===== config.mk =====
export PLATFORM = sky130hd
export DESIGN_NAME = uart_regs
export DESIGN_NICKNAME = d
export VERILOG_FILES = /design/src/rtl/uart_rf_pkg.sv /design/src/rtl/uart_rf_decode.sv /design/src/rtl/uart_rf_rxsel.sv /design/src/rtl/uart_rf_core.sv /design/src/rtl/uart_rf_rdmux.sv /design/src/rtl/uart_regs.sv
export SDC_FILE = /design/constraint.sdc
export NUM_CORES = 1
export LEC_CHECK = 0
export CORE_MARGIN = 2
export CORE_UTILIZATION = 45
export CTS_CLUSTER_SIZE = 24
export DETAILED_ROUTE_END_ITERATION = 8
export DONT_BUFFER_PORTS = 1
export HOLD_SLACK_MARGIN = 0.15
export PLACE_DENSITY = 0.59
export SLEW_MARGIN = 20
export SYNTH_ARGS = -nofsm -noshare
export SYNTH_HDL_FRONTEND = slang
export SYNTH_SLANG_ARGS = --single-unit

===== constraint.sdc =====
create_clock -name clk -period 1.88 [get_ports clk]
set_input_delay 0.376 -clock clk [delete_from_list [all_inputs] [get_ports clk]]
set_output_delay 0.376 -clock clk [all_outputs]
set_load 0.02 [all_outputs]

===== src/rtl/uart_rf_pkg.sv =====
package uart_rf_pkg;

  localparam int RW = 8;
  typedef logic [RW-1:0] byte_t;

  localparam logic [2:0] OFS_DATA = 3'd0;
  localparam logic [2:0] OFS_IER  = 3'd1;
  localparam logic [2:0] OFS_IIR  = 3'd2;
  localparam logic [2:0] OFS_LCR  = 3'd3;
  localparam logic [2:0] OFS_MCR  = 3'd4;
  localparam logic [2:0] OFS_LSR  = 3'd5;
  localparam logic [2:0] OFS_MSR  = 3'd6;
  localparam logic [2:0] OFS_SCR  = 3'd7;

  localparam int IIR_IDLE_B  = 0;
  localparam int IIR_TX_B    = 1;
  localparam int IIR_RX_B    = 2;
  localparam int LSR_RXRDY_B = 0;
  localparam int LSR_BRK_B   = 4;
  localparam int LSR_THRE_B  = 5;
  localparam int LSR_TEMT_B  = 6;
  localparam int IER_RX_B    = 0;
  localparam int IER_TX_B    = 1;
  localparam int LCR_DLAB_B  = 7;

  localparam byte_t MSR_FIXED = 8'hB0;
  localparam byte_t IIR_QUIET = 8'h01;

  typedef enum logic [1:0] {
    RX_BYTE    = 2'd0,
    RX_BRK_ON  = 2'd1,
    RX_BRK_OFF = 2'd2,
    RX_ALT     = 2'd3
  } rx_kind_e;

  typedef struct packed {
    logic wr_thr;
    logic rd_rbr;
    logic wr_dll;
    logic wr_dlm;
    logic wr_ier;
    logic rd_iir;
    logic wr_lcr;
    logic wr_mcr;
    logic wr_scr;
    logic rd_lsr;
  } acc_t;

  function automatic byte_t iir_settle(byte_t v);
    return (v == '0) ? IIR_QUIET : v;
  endfunction

  function automatic byte_t lsr_view(byte_t v);
    byte_t r;
    r = v;
    r[LSR_THRE_B] = 1'b1;
    r[LSR_TEMT_B] = 1'b1;
    return r;
  endfunction

endpackage


===== src/rtl/uart_rf_decode.sv =====
module uart_rf_decode
  import uart_rf_pkg::*;
(
  input  logic [2:0] addr,
  input  logic       wr,
  input  logic       rd,
  input  logic       dlab,
  output acc_t       acc
);

  logic rd_q;
  assign rd_q = rd & ~wr;

  always_comb begin
    acc        = '0;
    acc.wr_thr = wr   & (addr == OFS_DATA) & ~dlab;
    acc.wr_dll = wr   & (addr == OFS_DATA) &  dlab;
    acc.rd_rbr = rd_q & (addr == OFS_DATA) & ~dlab;
    acc.wr_ier = wr   & (addr == OFS_IER)  & ~dlab;
    acc.wr_dlm = wr   & (addr == OFS_IER)  &  dlab;
    acc.rd_iir = rd_q & (addr == OFS_IIR);
    acc.wr_lcr = wr   & (addr == OFS_LCR);
    acc.wr_mcr = wr   & (addr == OFS_MCR);
    acc.wr_scr = wr   & (addr == OFS_SCR);
    acc.rd_lsr = rd_q & (addr == OFS_LSR);
  end

endmodule


===== src/rtl/uart_rf_rxsel.sv =====
module uart_rf_rxsel
  import uart_rf_pkg::*;
(
  input  rx_kind_e kind,
  input  byte_t    din,
  output byte_t    rx_byte,
  output logic     brk_on,
  output logic     brk_off
);

  always_comb begin
    brk_on  = 1'b0;
    brk_off = 1'b0;
    rx_byte = din;
    unique case (kind)
      RX_BRK_ON: begin
        brk_on  = 1'b1;
        rx_byte = '0;
      end
      RX_BRK_OFF: begin
        brk_off = 1'b1;
        rx_byte = '0;
      end
      default: rx_byte = din;
    endcase
  end

endmodule


===== src/rtl/uart_rf_core.sv =====
module uart_rf_core
  import uart_rf_pkg::*;
#(
  parameter logic [15:0] DIV_RESET    = 16'h0001,
  parameter logic [7:0]  SCRATCH_FILL = 8'hFF
) (
  input  logic     clk,
  input  logic     rst_n,
  input  acc_t     acc,
  input  byte_t    wdata,
  input  logic     tx_hold,
  input  logic     rx_valid,
  input  rx_kind_e rx_kind,
  input  byte_t    rx_data,
  output byte_t    data_q,
  output byte_t    dll_q,
  output byte_t    dlm_q,
  output byte_t    ier_q,
  output byte_t    iir_q,
  output byte_t    lcr_q,
  output byte_t    mcr_q,
  output byte_t    lsr_q,
  output byte_t    scr_q,
  output logic     rx_take
);

  localparam byte_t DLL_RST = DIV_RESET[7:0];
  localparam byte_t DLM_RST = DIV_RESET[15:8];

  byte_t n_data, n_dll, n_dlm, n_ier, n_iir, n_lcr, n_mcr, n_lsr, n_scr;
  byte_t rx_byte;
  logic  brk_on, brk_off;

  uart_rf_rxsel u_rxsel (
    .kind    (rx_kind),
    .din     (rx_data),
    .rx_byte (rx_byte),
    .brk_on  (brk_on),
    .brk_off (brk_off)
  );

  // Bus access is applied first, the receive event second, on the result.
  always_comb begin
    n_data = data_q;
    n_dll  = dll_q;
    n_dlm  = dlm_q;
    n_ier  = ier_q;
    n_iir  = iir_q;
    n_lcr  = lcr_q;
    n_mcr  = mcr_q;
    n_lsr  = lsr_q;
    n_scr  = scr_q;

    if (acc.wr_dll) n_dll = wdata;
    if (acc.wr_dlm) n_dlm = wdata;
    if (acc.wr_lcr) n_lcr = wdata;
    if (acc.wr_mcr) n_mcr = wdata;
    if (acc.wr_scr) n_scr = SCRATCH_FILL;

    if (acc.wr_ier) begin
      n_ier = wdata;
      if (wdata[IER_TX_B]) n_iir[IIR_TX_B] = 1'b1;
    end

    if (acc.wr_thr && ier_q[IER_TX_B] && !tx_hold) begin
      n_iir[IIR_TX_B]   = 1'b1;
      n_iir[IIR_IDLE_B] = 1'b0;
    end

    if (acc.rd_rbr) begin
      if (lsr_q[LSR_RXRDY_B]) begin
        n_data             = '0;
        n_lsr[LSR_RXRDY_B] = 1'b0;
      end
      n_iir[IIR_RX_B] = 1'b0;
      n_iir           = iir_settle(n_iir);
    end

    if (acc.rd_iir) begin
      n_iir[IIR_TX_B] = 1'b0;
      n_iir           = iir_settle(n_iir);
    end

    rx_take = rx_valid & ~n_lsr[LSR_RXRDY_B];
    if (rx_take) begin
      if (brk_on)  n_lsr[LSR_BRK_B] = 1'b1;
      if (brk_off) n_lsr[LSR_BRK_B] = 1'b0;
      n_data             = rx_byte;
      n_lsr[LSR_RXRDY_B] = 1'b1;
      if (n_ier[IER_RX_B]) begin
        n_iir[IIR_RX_B]   = 1'b1;
        n_iir[IIR_IDLE_B] = 1'b0;
      end
    end
  end

  always_ff @(posedge clk) begin
    if (!rst_n) begin
      data_q <= '0;
      dll_q  <= DLL_RST;
      dlm_q  <= DLM_RST;
      ier_q  <= '0;
      iir_q  <= IIR_QUIET;
      lcr_q  <= '0;
      mcr_q  <= '0;
      lsr_q  <= '0;
      scr_q  <= '0;
    end else begin
      data_q <= n_data;
      dll_q  <= n_dll;
      dlm_q  <= n_dlm;
      ier_q  <= n_ier;
      iir_q  <= n_iir;
      lcr_q  <= n_lcr;
      mcr_q  <= n_mcr;
      lsr_q  <= n_lsr;
      scr_q  <= n_scr;
    end
  end

endmodule


===== src/rtl/uart_rf_rdmux.sv =====
module uart_rf_rdmux
  import uart_rf_pkg::*;
(
  input  logic [2:0] addr,
  input  logic       rd,
  input  logic       wr,
  input  logic       dlab,
  input  byte_t      data_q,
  input  byte_t      dll_q,
  input  byte_t      dlm_q,
  input  byte_t      ier_q,
  input  byte_t      iir_q,
  input  byte_t      lcr_q,
  input  byte_t      mcr_q,
  input  byte_t      lsr_q,
  input  byte_t      scr_q,
  output byte_t      rdata
);

  byte_t sel;

  always_comb begin
    unique case (addr)
      OFS_DATA: sel = dlab ? dll_q : data_q;
      OFS_IER:  sel = dlab ? dlm_q : ier_q;
      OFS_IIR:  sel = iir_q;
      OFS_LCR:  sel = lcr_q;
      OFS_MCR:  sel = mcr_q;
      OFS_LSR:  sel = lsr_view(lsr_q);
      OFS_MSR:  sel = MSR_FIXED;
      default:  sel = scr_q;
    endcase
  end

  assign rdata = (rd && !wr) ? sel : '0;

endmodule


===== src/rtl/uart_regs.sv =====
module uart_regs
  import uart_rf_pkg::*;
#(
  parameter logic [15:0] DIV_RESET    = 16'h0001,
  parameter logic [7:0]  SCRATCH_FILL = 8'hFF
) (
  input  logic       clk,
  input  logic       rst_n,
  input  logic [2:0] reg_addr,
  input  logic       reg_wr,
  input  logic       reg_rd,
  input  logic [7:0] reg_wdata,
  output logic [7:0] reg_rdata,
  input  logic       tx_hold,
  output logic       tx_valid,
  output logic [7:0] tx_data,
  input  logic       rx_valid,
  input  logic [1:0] rx_kind,
  input  logic [7:0] rx_data,
  output logic       irq
);

  acc_t  acc;
  byte_t data_q, dll_q, dlm_q, ier_q, iir_q, lcr_q, mcr_q, lsr_q, scr_q;
  logic  rx_take;

  // Named events for the checker
  logic dlab, rd_iir_ev, rd_data_ev, wr_scr_ev, lsr_rd_ev;
  assign dlab       = lcr_q[LCR_DLAB_B];
  assign rd_iir_ev  = acc.rd_iir;
  assign rd_data_ev = acc.rd_rbr;
  assign wr_scr_ev  = acc.wr_scr;
  assign lsr_rd_ev  = acc.rd_lsr;

  uart_rf_decode u_dec (
    .addr (reg_addr),
    .wr   (reg_wr),
    .rd   (reg_rd),
    .dlab (dlab),
    .acc  (acc)
  );

  uart_rf_core #(
    .DIV_RESET    (DIV_RESET),
    .SCRATCH_FILL (SCRATCH_FILL)
  ) u_core (
    .clk      (clk),
    .rst_n    (rst_n),
    .acc      (acc),
    .wdata    (reg_wdata),
    .tx_hold  (tx_hold),
    .rx_valid (rx_valid),
    .rx_kind  (rx_kind_e'(rx_kind)),
    .rx_data  (rx_data),
    .data_q   (data_q),
    .dll_q    (dll_q),
    .dlm_q    (dlm_q),
    .ier_q    (ier_q),
    .iir_q    (iir_q),
    .lcr_q    (lcr_q),
    .mcr_q    (mcr_q),
    .lsr_q    (lsr_q),
    .scr_q    (scr_q),
    .rx_take  (rx_take)
  );

  uart_rf_rdmux u_rdmux (
    .addr   (reg_addr),
    .rd     (reg_rd),
    .wr     (reg_wr),
    .dlab   (dlab),
    .data_q (data_q),
    .dll_q  (dll_q),
    .dlm_q  (dlm_q),
    .ier_q  (ier_q),
    .iir_q  (iir_q),
    .lcr_q  (lcr_q),
    .mcr_q  (mcr_q),
    .lsr_q  (lsr_q),
    .scr_q  (scr_q),
    .rdata  (reg_rdata)
  );

  assign tx_valid = acc.wr_thr;
  assign tx_data  = reg_wdata;
  assign irq      = ~iir_q[IIR_IDLE_B];

endmodule


==> Flow_metrics.wiki, run 1 <==
{| class="wikitable"
! Metric !! Value
|-
| Share of async-settable or async-resettable flops after synthesis || 0
|-
| Fraction of synthesized cell area in xor and xnor cells || 0
|-
| Leakage Power || 1.31 nW
|-
| Proportion of netlist area held by the largest area contributor || 0.402
|-
| Register area share after synthesis || 0.402
|-
| Fin. max-slew vios || 0
|-
| Final-layout worst hold slack || 0.164 ns
|-
| Layout cell share with drive strength beyond 1 || 0.218
|-
| Wire length of the first global-routing pass || 12.1 mm
|-
| WL/cell || 19.1 um
|-
| Yosys warning total || 0
|-
| Cell area after synthesis || 2940 um2
|-
| Most used standard cell by instance count after synthesis || dfxtp_1
|-
| Worst IR Drop VDD || 0.542 mV
|-
| Worst slack at placement || -0.155 ns
|-
| Area delta synth->final || 13.4%
|-
| Number of cells produced by synthesis || 308
|-
| Compound-gate portion of the synthesized area || 0.165
|-
| Result of the run || finished, violations left
|-
| Required time of the critical path || 1.50 ns
|-
| Detailed placement HPWL || 5.17 mm
|-
| Iteration-0 DRC Markers || 116
|-
| Total wirelength of the detailed-routed design || 7.60 mm
|-
| Total power per unit cell area || 789 nW/um2
|-
| Area share of and/or/nand/nor cells after synthesis || 0.208
|-
| Top post-synthesis cells by count || dfxtp_1, nand2_1, nor2b_1
|-
| Synthesized area per cell || 9.55 um2
|-
| Nets || 344
|-
| Vias in the first global route || 2217
|-
| Overflow left after global routing || 0
|-
| Number of different library cells in the post-synthesis netlist || 49
|-
| Class of the worst hold path || primary input to register
|-
| Top flip-flop cell by instance count after synthesis || dfxtp_1
|-
| Vias || 2226
|-
| Final Hold Viols || 0
|-
| Sort of element at the start of the critical path || register
|-
| CTS sink count || 59
|-
| TNS Setup || -1.93 ns
|-
| Skew-Pair Late Insertion Delay || 0.34 ns
|-
| Library cell occupying the most area in the post-synthesis netlist || dfxtp_1
|-
| Fraction of the mapped netlist area in adder cells || 0.00426
|-
| Data arrival time of the critical path || 1.80 ns
|-
| Main combinational cell family by area after synthesis || simple AND/OR/NAND/NOR gates
|-
| Most area-consuming cells after synthesis || dfxtp_1, mux2i_1, nor2b_1, nand2_1, a21boi_0
|-
| Number of placement rows || 29
|-
| Shortest clock period the worst path allows after layout || 2.17 ns
|-
| Diode count || 0
|-
| Die span in y || 84.8 um
|-
| Critical path class || register to output port
|-
| Period utilisation layout || 1.16
|-
| Library cell used as clock root buffer || clkbuf_8
|-
| Remaining number of nets flagged by the antenna check after routing || 0
|-
| TritonCTS clock tree || done
|-
| Initial core utilization || 0.463
|-
| Core outline area || 6350 um2
|-
| DRC || 0
|-
| I/O pin count || 45
|-
| Pin count of the biggest net entering global routing || 53
|-
| Post-Synthesis Net Count || 336
|-
| Pin slew with the least headroom to its limit || 0.380 ns
|-
| Slew HR || 0.746
|-
| Number of max-cap violations || 0
|-
| Overall power after layout || 0.00263 W
|-
| Clock-pin slew reported for the worst setup and hold paths after clock tree synthesis || 0.06 ns
|-
| Total global routing track utilization || 0.226
|-
| Final core utilization || 0.525
|-
| CTS H-tree depth || 3
|-
| Max Root-Sink Buffers || 2
|-
| Count of flip-flops with a built-in enable after synthesis || 0
|-
| Drt via density || 5.59
|-
| Gpl congestion || 0.845
|-
| Biggest fanout along the worst timing path || 5
|-
| Total of flip-flops plus latches after synthesis || 59
|-
| Number of input and output port buffers inserted || 0
|-
| Area of the multi-input gates || 1630 um2
|-
| Max frequency || 460 MHz
|-
| Num CTS Buffers || 9
|-
| Die ar. || 7200 um2
|-
| Detailed-router iteration count before antenna repair || 4
|-
| Kind of end point of the critical path || output port
|-
| Horiz. Die Dim || 84.8 um
|-
| Unrepaired setup endpoints after global routing || yes
|-
| Setup Viol. Count Final || 8
|-
| Failing checks || negative setup slack
|-
| Count of fill cells added during filler insertion || 575
|-
| Setup WS post-layout || -0.294 ns
|-
| Mux cell area share after synthesis || 0.158
|-
| Area taken by flip-flops and latches || 1180 um2
|-
| Number of antenna violations at the first check in global routing || 0
|-
| Post-Route Skew || 0.00605 ns
|}
worst paths after layout:
path                                                    from                      endpoint  slack [ns]  depth (start not counted)
worst max-delay path            u_core.lcr_q[7]$_SDFFE_PN0P_                  reg_rdata[4]       -0.29                          5
worst min-delay path                                rx_valid    u_core.lsr_q[0]$_SDFF_PN0_        0.16                          1
worst max register to register  u_core.lcr_q[7]$_SDFFE_PN0P_    u_core.iir_q[0]$_SDFF_PN1_        0.05                          6
worst min register to register  u_core.mcr_q[4]$_SDFFE_PN0P_  u_core.mcr_q[4]$_SDFFE_PN0P_        0.46                          2
power breakdown:
part	switching [W]	leakage, nW	internal, W
Sequential	0.0000169	0.478	0.00127
Clock	0.000505	0.106	0.000636
Combinational	0.0000931	0.727	0.000106
Total	0.000615	1.31	0.00201
through the flow:
step	instance area, um2	instances
floorplan	2940	308
global placement	3010	375
detailed placement	3010	375
CTS	3260	395
global route	3330	398
finish	3330	398
sequential cells by signal (all words and copies together) (netlist names):
signal / cells
u_core.mcr_q: 8
u_core.dlm_q: 8
u_core.lsr_q: 2
u_core.ier_q: 8
u_core.data_q: 8
u_core.scr_q: 1
u_core.iir_q: 8
u_core.dll_q: 8
u_core.lcr_q: 8
cells by family (layout without fill, tap and decap cells):
logic type | after synthesis | count (layout)
buf+inv | 33 | 46
compound gates | 65 | 65
flops | 59 | 59
mux | 40 | 40
fa+ha+maj | 1 | 1
simple gates | 110 | 110
timing repair:
action,4_1_cts,5_1_grt
endpoints found under the setup margin,9,10
cloned,0,0
pin swaps,0,1
resized for setup,9,11
hold buffers,4,2
hold endpoints to repair,5,3
buffers inserted,0,1
cell usage in the layout, fill, tap and decap left out, drive strengths merged, types with 7 or more instances in the layout:
cell | netlist | final
mux2i | 27 | 27
mux2 | 9 | 9
buf | 21 | 20
a22o | 11 | 11
and2 | 7 | 7
nor2b | 28 | 28
dfxtp | 59 | 59
a21boi | 18 | 18
nor2 | 8 | 8
clkbuf | 8 | 10
nand2 | 43 | 43
layer usage:
layer | vias to the layer above | track usage | routed length, um
li1 | 1098 | - | -
met1 | 1052 | 0.297 | 3460
met2 | 66 | 0.344 | 3520
met3 | 10 | 0.0798 | 463
met4 | 0 | 0.0851 | 149
met5 | - | 0 | 0
critical path, cell delays in order (launching register included):
cell and delay (ns):
dfxtp_4 0.38, mux4_2 0.50, or2_4 0.24, a21oi_2 0.11, a211oi_1 0.06, buf_4 0.17
layout make-up:
type	instances	share of cell area
well taps	77	0.0289
clock inverters	6	0.0165
clock buffers	10	0.0413
repair buffers	26	0.0642
inverters	4	0.00450
flip-flops and latches	59	0.355
multi-input cells	216	0.489
Note: power is estimated with default switching activity, not from simulation.
==> inputs of run 2 (changes only) <==
==> constraint.sdc (replaced) <==
create_clock -name clk -period 2.6 [get_ports clk]
set_input_delay 0.52 -clock clk [delete_from_list [all_inputs] [get_ports clk]]
set_output_delay 0.52 -clock clk [all_outputs]
set_load 0.02 [all_outputs]
==> Flow_metrics.wiki, run 2 (same netlist as run 1, synthesis figures left out) <==
{| class="wikitable"
! Metric !! Value
|-
| Result of the run || finished, final reports clean
|-
| Switch share || 0.229
|-
| Commonest non-fill, non-tap cell in the layout || dfxtp_1
|-
| Total global routing track utilization || 0.214
|-
| Data arrival time of the critical path || 1.98 ns
|-
| Initial core utilization || 0.463
|-
| Max frequency || 399 MHz
|-
| Die span in y || 84.8 um
|-
| TNS Setup || 0 ns
|-
| Final core utilization || 0.495
|-
| Final non-filler cell area || 3140 um2
|-
| Skew-Pair Late Insertion Delay || 0.34 ns
|-
| Library cell used as clock root buffer || clkbuf_8
|-
| Dominant delay contributor by cell family on the critical path || multiplexers
|-
| Iteration-0 DRC Markers || 132
|-
| Shortest clock period the worst path allows after layout || 2.50 ns
|-
| Wire length of the first global-routing pass || 11.6 mm
|-
| Area of the multi-input gates || 1580 um2
|-
| Horiz. Die Dim || 84.8 um
|-
| Unrepaired setup endpoints after global routing || no
|-
| Die ar. || 7200 um2
|-
| I/O pin count || 45
|-
| DRC || 0
|-
| CTS sink count || 59
|-
| Sequential Power Share || 0.514
|-
| Critical path class || register to output port
|-
| Area taken by flip-flops and latches || 1180 um2
|-
| Highest-delay cell along the critical path || mux4_1
|-
| Combinational share of power || 0.068
|-
| Sort of element at the start of the critical path || register
|-
| Area delta synth->final || 6.81%
|-
| Switching power summed over all nets || 0.000417 W
|-
| Pin count of the biggest net entering global routing || 55
|-
| Critical-path cell list || mux4_1 > or2_2 > a21oi_1 > a211oi_1 > buf_4
|-
| Share of power burned in the clock network || 0.419
|-
| Post-Route Skew || 0.00347 ns
|-
| Buf/Inv on CP || 1
|-
| Vias || 2174
|-
| Kind of end point of the critical path || output port
|-
| Number of antenna violations at the first check in global routing || 0
|-
| Clock-pin slew reported for the worst setup and hold paths after clock tree synthesis || 0.06 ns
|-
| Period utilisation layout || 0.963
|-
| Num CTS Buffers || 9
|-
| Setup WS post-layout || 0.0954 ns
|-
| Leakage Power || 1.24 nW
|-
| CP max stage delay || 0.61 ns
|-
| Pin slew with the least headroom to its limit || 0.588 ns
|-
| Fin. max-slew vios || 0
|-
| WL/cell || 19.1 um
|-
| Max Root-Sink Buffers || 2
|-
| Total wirelength of the detailed-routed design || 7.32 mm
|-
| Setup Viol. Count Final || 0
|-
| Core outline area || 6350 um2
|-
| Final Hold Viols || 0
|-
| Vias in the first global route || 2061
|-
| Required time of the critical path || 2.08 ns
|-
| Count of fill cells added during filler insertion || 618
|-
| Class of the worst hold path || primary input to register
|-
| Nets || 330
|-
| Diode count || 0
|-
| Placed cell areas || 2960 um2
|-
| Gpl congestion || 0.858
|-
| Worst IR Drop VDD || 0.437 mV
|-
| Slew HR || 0.608
|-
| Number of placement rows || 29
|-
| Detailed placement HPWL || 5.04 mm
|-
| Hold Buf Count CTS || 0
|-
| Worst slack at placement || 0.356 ns
|-
| TritonCTS clock tree || done
|-
| Drt via density || 5.68
|-
| Highest-count cells in the layout ignoring fill and taps || dfxtp_1, nand2_1, nor2b_1
|-
| Total power per unit cell area || 578 nW/um2
|-
| Number of max-cap violations || 0
|-
| Remaining number of nets flagged by the antenna check after routing || 0
|-
| Number of input and output port buffers inserted || 0
|-
| Layout cell share with drive strength beyond 1 || 0.157
|-
| Internal power of the cells || 0.00140 W
|-
| Overflow left after global routing || 0
|-
| Biggest fanout along the worst timing path || 3
|-
| CTS H-tree depth || 3
|-
| Detailed-router iteration count before antenna repair || 5
|}
run 2: changes by cell type in the layout (fill, tap and decap cells not counted), moves of 2 or more:
cell           delta
nand2_1           +2
nand2_2           -2
clkinv_2          -3
clkbuf_8          +2
a21oi_1           +3
buf_4             -8
a21oi_2           -3
dlygate4sd3_1     -6
run 2: what timing repair did:
| item | in CTS | in global routing |
|---|---|---|
| setup endpoints to repair | 0 | 1 |
| resized for setup | 0 | 3 |
| endpoints found under the hold margin | 0 | 0 |
| buffers inserted | 0 | 0 |
run 2: path summary, 6_finish.rpt:
check / from / endpoint / slack, ns / cells past startpoint
setup reg to reg: u_core.lcr_q[7]$_SDFFE_PN0P_ / u_core.data_q[4]$_SDFFE_PN0P_ / 0.87 / 5
hold reg to reg: u_core.mcr_q[4]$_SDFFE_PN0P_ / u_core.mcr_q[4]$_SDFFE_PN0P_ / 0.46 / 2
setup / recovery: u_core.lcr_q[7]$_SDFFE_PN0P_ / reg_rdata[4] / 0.1 / 5
hold / removal: rst_n / u_core.dll_q[0]$_SDFFE_PN1P_ / 0.26 / 1
run 2: layout make-up:
| cell class | instances | area share |
|---|---|---|
| clock inverters | 2 | 0.00319 |
| repair buffers | 12 | 0.0299 |
| clock buffers | 13 | 0.0538 |
| well taps | 77 | 0.0307 |
| flip-flops and latches | 59 | 0.376 |
| inverters | 4 | 0.00478 |
| multi-input cells | 216 | 0.502 |
run 2: worst reg2reg max path, stage by stage, from the launching register on:
cell and delay, ns:
dfxtp_1 0.34, buf_4 0.19, nor4_4 0.35, a21boi_2 0.16, and4b_1 0.44, a22o_1 0.19
run 2: stage by stage:
step | hold WS, ns | total power (W) | cells
floorplan | 0.435 | 0.00109 | 308
global placement | 0.447 | 0.00107 | 368
detailed placement | 0.452 | 0.00107 | 368
CTS | 0.236 | 0.00184 | 383
global route | 0.227 | 0.00189 | 383
finish | 0.258 | 0.00182 | 383
run 2: per-layer routing:
metal / track usage / wire [um]
met5: 0 / 0
met4: 0.0823 / 153
met3: 0.0837 / 404
met2: 0.317 / 3270
met1: 0.282 / 3500
run 2: power groups by stage:
stage          registers, W  logic (W)  clock network [W]
4_1_cts            0.000933   0.000122           0.000785
6_report           0.000933   0.000123           0.000761
2_1_floorplan      0.000947   0.000138                  0
3_5_place_dp       0.000952   0.000122                  0
3_3_place_gp       0.000953   0.000120                  0
5_1_grt            0.000934   0.000136           0.000819
